File: src/rtl/split_scan_pkg.sv
package split_scan_pkg;
   localparam int NFF = 3;
   localparam int NCH = 2;
   typedef logic [NFF-1:0] ff_vec_t;

   // nearest scanned register below idx inside [lo, idx-1]; -1 if none
   function automatic int prev_scanned(input logic [NFF-1:0] mask, input int idx, input int lo);
      int r;
      r = -1;
      for (int j = lo; j < idx; j++)
         if (mask[j]) r = j;
      return r;
   endfunction

   // highest scanned register inside [lo, hi]; -1 if none
   function automatic int last_scanned(input logic [NFF-1:0] mask, input int lo, input int hi);
      int r;
      r = -1;
      for (int j = lo; j <= hi; j++)
         if (mask[j]) r = j;
      return r;
   endfunction
endpackage

File: src/rtl/split_scan_logic.sv
module split_scan_logic
   import split_scan_pkg::*;
(
   input  ff_vec_t    q,
   input  logic [2:0] pi,
   output ff_vec_t    d_func,
   output logic       po
);
   always_comb begin
      d_func[0] = pi[0];
      d_func[1] = q[1] ^ (pi[1] & q[0]);
      d_func[2] = q[2] ^ (pi[2] & q[1]);
      po        = q[0] ^ (q[1] & q[2]);
   end
endmodule

File: src/rtl/split_scan_cell.sv
module split_scan_cell #(
   parameter bit HAS_SCAN = 1'b1
) (
   input  logic clk,
   input  logic rst_n,
   input  logic mode,
   input  logic func_d,
   input  logic shift_in,
   output logic q
);
   generate
      if (HAS_SCAN) begin : g_scan
         always_ff @(posedge clk) begin
            if (!rst_n) q <= 1'b0;
            else        q <= mode ? shift_in : func_d;
         end


         shift_take_chk: assert property (@(posedge clk) disable iff (!rst_n)
            mode |=> (q == $past(shift_in)));

         capture_take_chk: assert property (@(posedge clk) disable iff (!rst_n)
            !mode |=> (q == $past(func_d)));
      end else begin : g_plain
         logic unused_pins;
         assign unused_pins = mode ^ shift_in;

         always_ff @(posedge clk) begin
            if (!rst_n) q <= 1'b0;
            else        q <= func_d;
         end


         plain_capture_chk: assert property (@(posedge clk) disable iff (!rst_n)
            rst_n |=> (q == $past(func_d)));
      end
   endgenerate
endmodule

File: src/rtl/split_scan_core.sv
module split_scan_core
   import split_scan_pkg::*;
#(
   parameter logic [2:0] SCAN_MASK = 3'b111,
   parameter int         SPLIT     = 2
) (
   input  logic       clk,
   input  logic       rst_n,
   input  logic       scan_mode,
   input  logic [2:0] pi,
   input  logic [1:0] scan_in,
   output logic [1:0] scan_out,
   output logic       po
);
   ff_vec_t q;
   ff_vec_t d_func;
   ff_vec_t shift_src;

   initial begin
      if (SPLIT < 1 || SPLIT > NFF-1)
         $error("SPLIT must leave at least one register in each chain");
   end

   split_scan_logic u_logic (
      .q      (q),
      .pi     (pi),
      .d_func (d_func),
      .po     (po)
   );

   generate
      for (genvar i = 0; i < NFF; i++) begin : g_ff
         localparam int CH  = (i < SPLIT) ? 0 : 1;
         localparam int LO  = (i < SPLIT) ? 0 : SPLIT;
         localparam int PRV = prev_scanned(SCAN_MASK, i, LO);

         if (PRV < 0) begin : g_head
            assign shift_src[i] = scan_in[CH];
         end else begin : g_link
            assign shift_src[i] = q[PRV];
         end

         split_scan_cell #(.HAS_SCAN(SCAN_MASK[i])) u_cell (
            .clk      (clk),
            .rst_n    (rst_n),
            .mode     (scan_mode),
            .func_d   (d_func[i]),
            .shift_in (shift_src[i]),
            .q        (q[i])
         );
      end

      for (genvar c = 0; c < NCH; c++) begin : g_chain
         localparam int LO   = (c == 0) ? 0 : SPLIT;
         localparam int HI   = (c == 0) ? SPLIT-1 : NFF-1;
         localparam int LAST = last_scanned(SCAN_MASK, LO, HI);

         if (LAST < 0) begin : g_empty
            initial $error("chain %0d has no scanned register", c);
            assign scan_out[c] = scan_in[c];
         end else begin : g_tail

            assign scan_out[c] = q[LAST];
         end
      end
   endgenerate


   reset_clear_chk: assert property (@(posedge clk)
      !rst_n |=> (q == '0));
endmodule

File: config.mk
export PLATFORM = sky130hd
export DESIGN_NAME = split_scan_core
export DESIGN_NICKNAME = d
export VERILOG_FILES = /design/src/rtl/split_scan_pkg.sv /design/src/rtl/split_scan_logic.sv /design/src/rtl/split_scan_cell.sv /design/src/rtl/split_scan_core.sv
export SDC_FILE = /design/constraint.sdc
export NUM_CORES = 1
export LEC_CHECK = 0
export ABC_AREA = 1
export ABC_CLOCK_PERIOD_IN_PS = 1000
export CORE_AREA = 4 4 41 43
export DETAILED_ROUTE_END_ITERATION = 8
export DIE_AREA = 0 0 45 47
export PLACE_DENSITY_LB_ADDON = 0.3
export SYNTH_ARGS = -nofsm -noshare
export SYNTH_HDL_FRONTEND = slang
export SYNTH_HIERARCHICAL = 1
export SYNTH_SLANG_ARGS = --single-unit
File: constraint.sdc
create_clock -name clk -period 1 [get_ports clk]
set_clock_uncertainty 0.05 [all_clocks]
set_input_delay 0.2 -clock clk [delete_from_list [all_inputs] [get_ports clk]]
set_output_delay 0.2 -clock clk [all_outputs]
set_load 0.005 [all_outputs]
# Yosys cells after proc, flatten, opt, wreduce, memory -nomap -nowiden
# Cells that the tools add are included.
[classes] addsub=0 n_mul=0 n_div=0 order_cmp=0 eq_ne=0 shift=0 mux=3 bitwise_logic=6 n_reduce_logical=0
[op_table] operator="$and 1x1->1" count=3
[op_table] operator="$mux 1" count=3
[op_table] operator="$xor 1x1->1" count=3
[word_totals] regBits=3 latch_bits=0 mem_bits_rw=0 mem_bits_ro=0 in_bits=8 output_inout_bits=3 elab_cells=12 memories=0

# Logic depth before layout (Yosys ltp)
[logic_depth] ltp_word=3 ltp_mapped=5 mapped_depth_nobuf=5

# Hierarchy
# The synthesis kept the hierarchy.
[modules_own_cells] module="split_scan_cell" instances=3 cells_each=6 area_per_inst_um2=41.3 seq_area_each_um2=20.0
[modules_own_cells] module="split_scan_logic" instances=1 cells_each=16 area_per_inst_um2=67.6 seq_area_each_um2=0.0
[modules_own_cells] module="split_scan_core" instances=1 cells_each=2 area_per_inst_um2=15.0 seq_area_each_um2=0.0

# Worst setup path before layout
# Ideal clock, no wire load.
[synth_path] path_type="register to register" startpoint="register g_ff[1].u_cell.q" endpoint="register g_ff[2].u_cell.q" setup_time_ns=0.114 t_arrival_ns=0.699 required_ns=0.836 slack_ns=0.137 path_stages_with_launch=6 period_less_slack_ns=0.863 path_cell_list="dfxtp_1 nand2_1 nand2_1 nand2_1 nor2_1 nor2_2"
[synth_via] elab_chain_len=3
[synth_rtl] element="start: declaration" line="split_scan_cell.sv:9" rtl="output logic q"
[synth_rtl] element="start signal: assignment" line="split_scan_cell.sv:15" rtl="else q <= mode ? shift_in : func_d;"
[synth_rtl] element="$and 1x1->1" line="split_scan_logic.sv:12" rtl="d_func[2] = q[2] ^ (pi[2] & q[1]);"
[synth_rtl] element="$xor 1x1->1" line="split_scan_logic.sv:12"
[synth_rtl] element="via d_func[2]" line="split_scan_core.sv:16" rtl="ff_vec_t d_func;"
[synth_rtl] element="$mux 1" line="split_scan_cell.sv:15"
[synth_rtl] element="end signal: assignment" line="split_scan_cell.sv:15"
[synth_rtl] element="end: declaration" line="split_scan_cell.sv:9"
# The timed path passes the listed nets, and every way through them passes these cells.
# A chain may end at the register's enable or synchronous reset.

# Worst setup path in the final report
[layout_path] startpoint="register g_ff[1].u_cell.q" endpoint="output port po"
[layout_via] elab_chain_len=2
[layout_rtl] element="$and 1x1->1" line="split_scan_logic.sv:13" rtl="po = q[0] ^ (q[1] & q[2]);"
[layout_rtl] element="$xor 1x1->1" line="split_scan_logic.sv:13"
[layout_rtl] element="end: declaration" line="split_scan_core.sv:13" rtl="output logic po"
# Every way passes these cells.

==> impl_metrics.ini <==
[timing]
setup_slack_ns = -0.0846
whs_ns = 0.513
rsz0062_at_grt = true
period_share_pct = 108
fin_crit_ns = 1.08
fin_tns_setup_ns = -0.193
fmax_mhz = 922
finalHoldViolations = 0
setup_viol = 3
drv_slew = 0
max_slew.worst_pin.slew_ns = 0.207
relSlewSlack_pct = 86.2

[logic_synthesis]
synth_cell_types = 7
avgSynthCellArea_sq_um = 5.73
synth.most_common_cell = nand2_1
synth.yosys.seq_area_share_pct = 29.1
netlist_instances = 36
synth_top_cell_by_area = dfxtp_1
syn_area_sq_um = 206
syn_nets = 44
synth_top_area_share_pct = 29.1
synth_top_cells_by_count = 15 x nand2_1, 6 x inv_1
synth_ff_type = dfxtp_1
synth_edf_count = 0
ys_ff_latch = 3
ys_warn_count = 6
yosys-top-cells-area = dfxtp_1 29%, nand2_1 27%, buf_4 11%
async_reset_ff_share_pct = 0

[clock_tree]
htree_levels = 1
cts_tree = done
cts-buffers-inserted = 3
cts_buffer_depth = 2
clk-insertion-delay-late_ns = 0.24
root_buffer = clkbuf_4
hold_buffers = 0
cts.sinks = 3
clk_pin_slew_ns = 0.04

[detailed_routing]
wire_per_inst_um = 7.31
routed_wl_um = 475
drc_errors = 0
drtPass1Iterations = 4
postRouteAntennaNets = 0
via_per_inst = 3.69
drt_iter0_drc = 5
route.vias.total = 240

[place]
place_congestion = 0.655
dp.cells = 61
dpl_worst_slack_ns = -0.224
dp_hpwl_um = 329
port_buffers = 10

[final_layout]
final_nets = 59
area_growth_syn_to_layout_pct = 69.7
largest_reg_flops = 3
reg_top3 = g_ff.u_cell/q: 3 flops
n_fill_cell = 160
antenna_cells = 0
top_register = g_ff.u_cell/q
layout.cells.non_filler = 65
layout-drive-gt1-share_pct = 28.0

[pwr]
power_w = 0.000463
ir_drop_v = 0.000495
powerDensity_nw_per_um2 = 1320
p_leak_nw = 0.180

[floorplan]
num_io_pins = 11
std_cell_rows = 13
dieHeight_um = 47
coreArea_sq_um = 1300
die_x_um = 45
die-area_sq_um = 2120
start_util_pct = 15.9

[job]
max_cap_viol_count = 0

[status]
outcome = finished with violations
violations = negative setup slack

[global_route]
grt_max_degree = 7
grt_pass1_vias = 207
antenna_found_initial = 0
grt_usage_pct = 5.84
overflow = 0
grt_pass1_wl_um = 814

[setup_path]
start_kind = register
worstPathArrival_ns = 0.83
critical_path.max_fanout = 4
crit_path_end_kind = output pin
worstSetupPathType = reg2out
worstPathRequired_ns = 0.75

[hold_path]
min_path_type = in2reg
-- critical path: stages, from the launching register on --
cell and delay (ns):
dfxtp_2 0.34, nand2_1 0.05, nand2_1 0.06, nand2_1 0.04, buf_2 0.12
-- path summary, 6_finish.rpt --
path              slack, ns                           to  cells past startpoint                   startpoint
setup / recovery      -0.08                           po                      4  g_ff[1].u_cell/q$_SDFF_PN0_
hold / removal         0.51  g_ff[0].u_cell/q$_SDFF_PN0_                      3                        pi[0]
setup reg to reg       0.08  g_ff[2].u_cell/q$_SDFF_PN0_                      6  g_ff[1].u_cell/q$_SDFF_PN0_
hold reg to reg        0.63  g_ff[1].u_cell/q$_SDFF_PN0_                      5  g_ff[0].u_cell/q$_SDFF_PN0_
-- stage by stage --
step / util, % / instance area (sq um)
after floorplan: - / 206
after global placement: 25.0 / 325
after detailed placement: 25.0 / 325
after CTS: 26.9 / 350
after global routing: 26.9 / 350
final: 26.9 / 350
-- what timing repair did --
item,in CTS,in global routing
resized for setup,13,0
endpoints found under the setup margin,3,4
setup buffers,0,0
pin swaps,2,4
-- power breakdown --
group / total [W] / internal, W / leakage [nW] / switching (W)
clock network: 0.000223 / 0.000150 / 0.0150 / 0.0000728
registers: 0.000138 / 0.000131 / 0.0258 / 0.00000722
logic: 0.000102 / 0.0000616 / 0.139 / 0.0000402
-- kinds of logic (layout without fill, tap and decap cells) --
logic type             Yosys count  after routing  share of synthesized area, %
and+or+nand+nor                 24             24                          49.1
buffers and inverters            9             23                          21.8
DFF                              3              3                          29.1
-- layer usage --
layer  up-vias  GRT usage [%]  routed length [um]
met2        11           7.91                 198
met4         0           1.75                   0
met3         0           6.13                  73
met5         -              0                   0
met1        98           6.11                 203
li1        131              -                   -
-- cells in the final DEF, fill, tap and decap left out --
cell type | netlist | layout
nand2_1 | 15 | 15
buf_6 | 0 | 1
clkbuf_1 | 0 | 1
clkdlybuf4s50_1 | 0 | 7
clkbuf_4 | 0 | 3
nand3_1 | 3 | 3
nor2_1 | 3 | 3
dfxtp_2 | 0 | 3
inv_1 | 6 | 6
dlygate4sd2_1 | 0 | 1
buf_4 | 3 | 3
nor2_2 | 3 | 3
buf_2 | 0 | 1
-- cell type report --
class,count,area [sq um],share of cell area (%)
Multi-Input combinational cell,24,101,28.9
Inverter,6,22.5,6.43
Tap cell,15,18.8,5.36
Clock buffer,4,26.3,7.50
Timing Repair Buffer,13,118,33.6
Sequential cell,3,63.8,18.2
No activity file was read; power rests on OpenSTA's default activity.
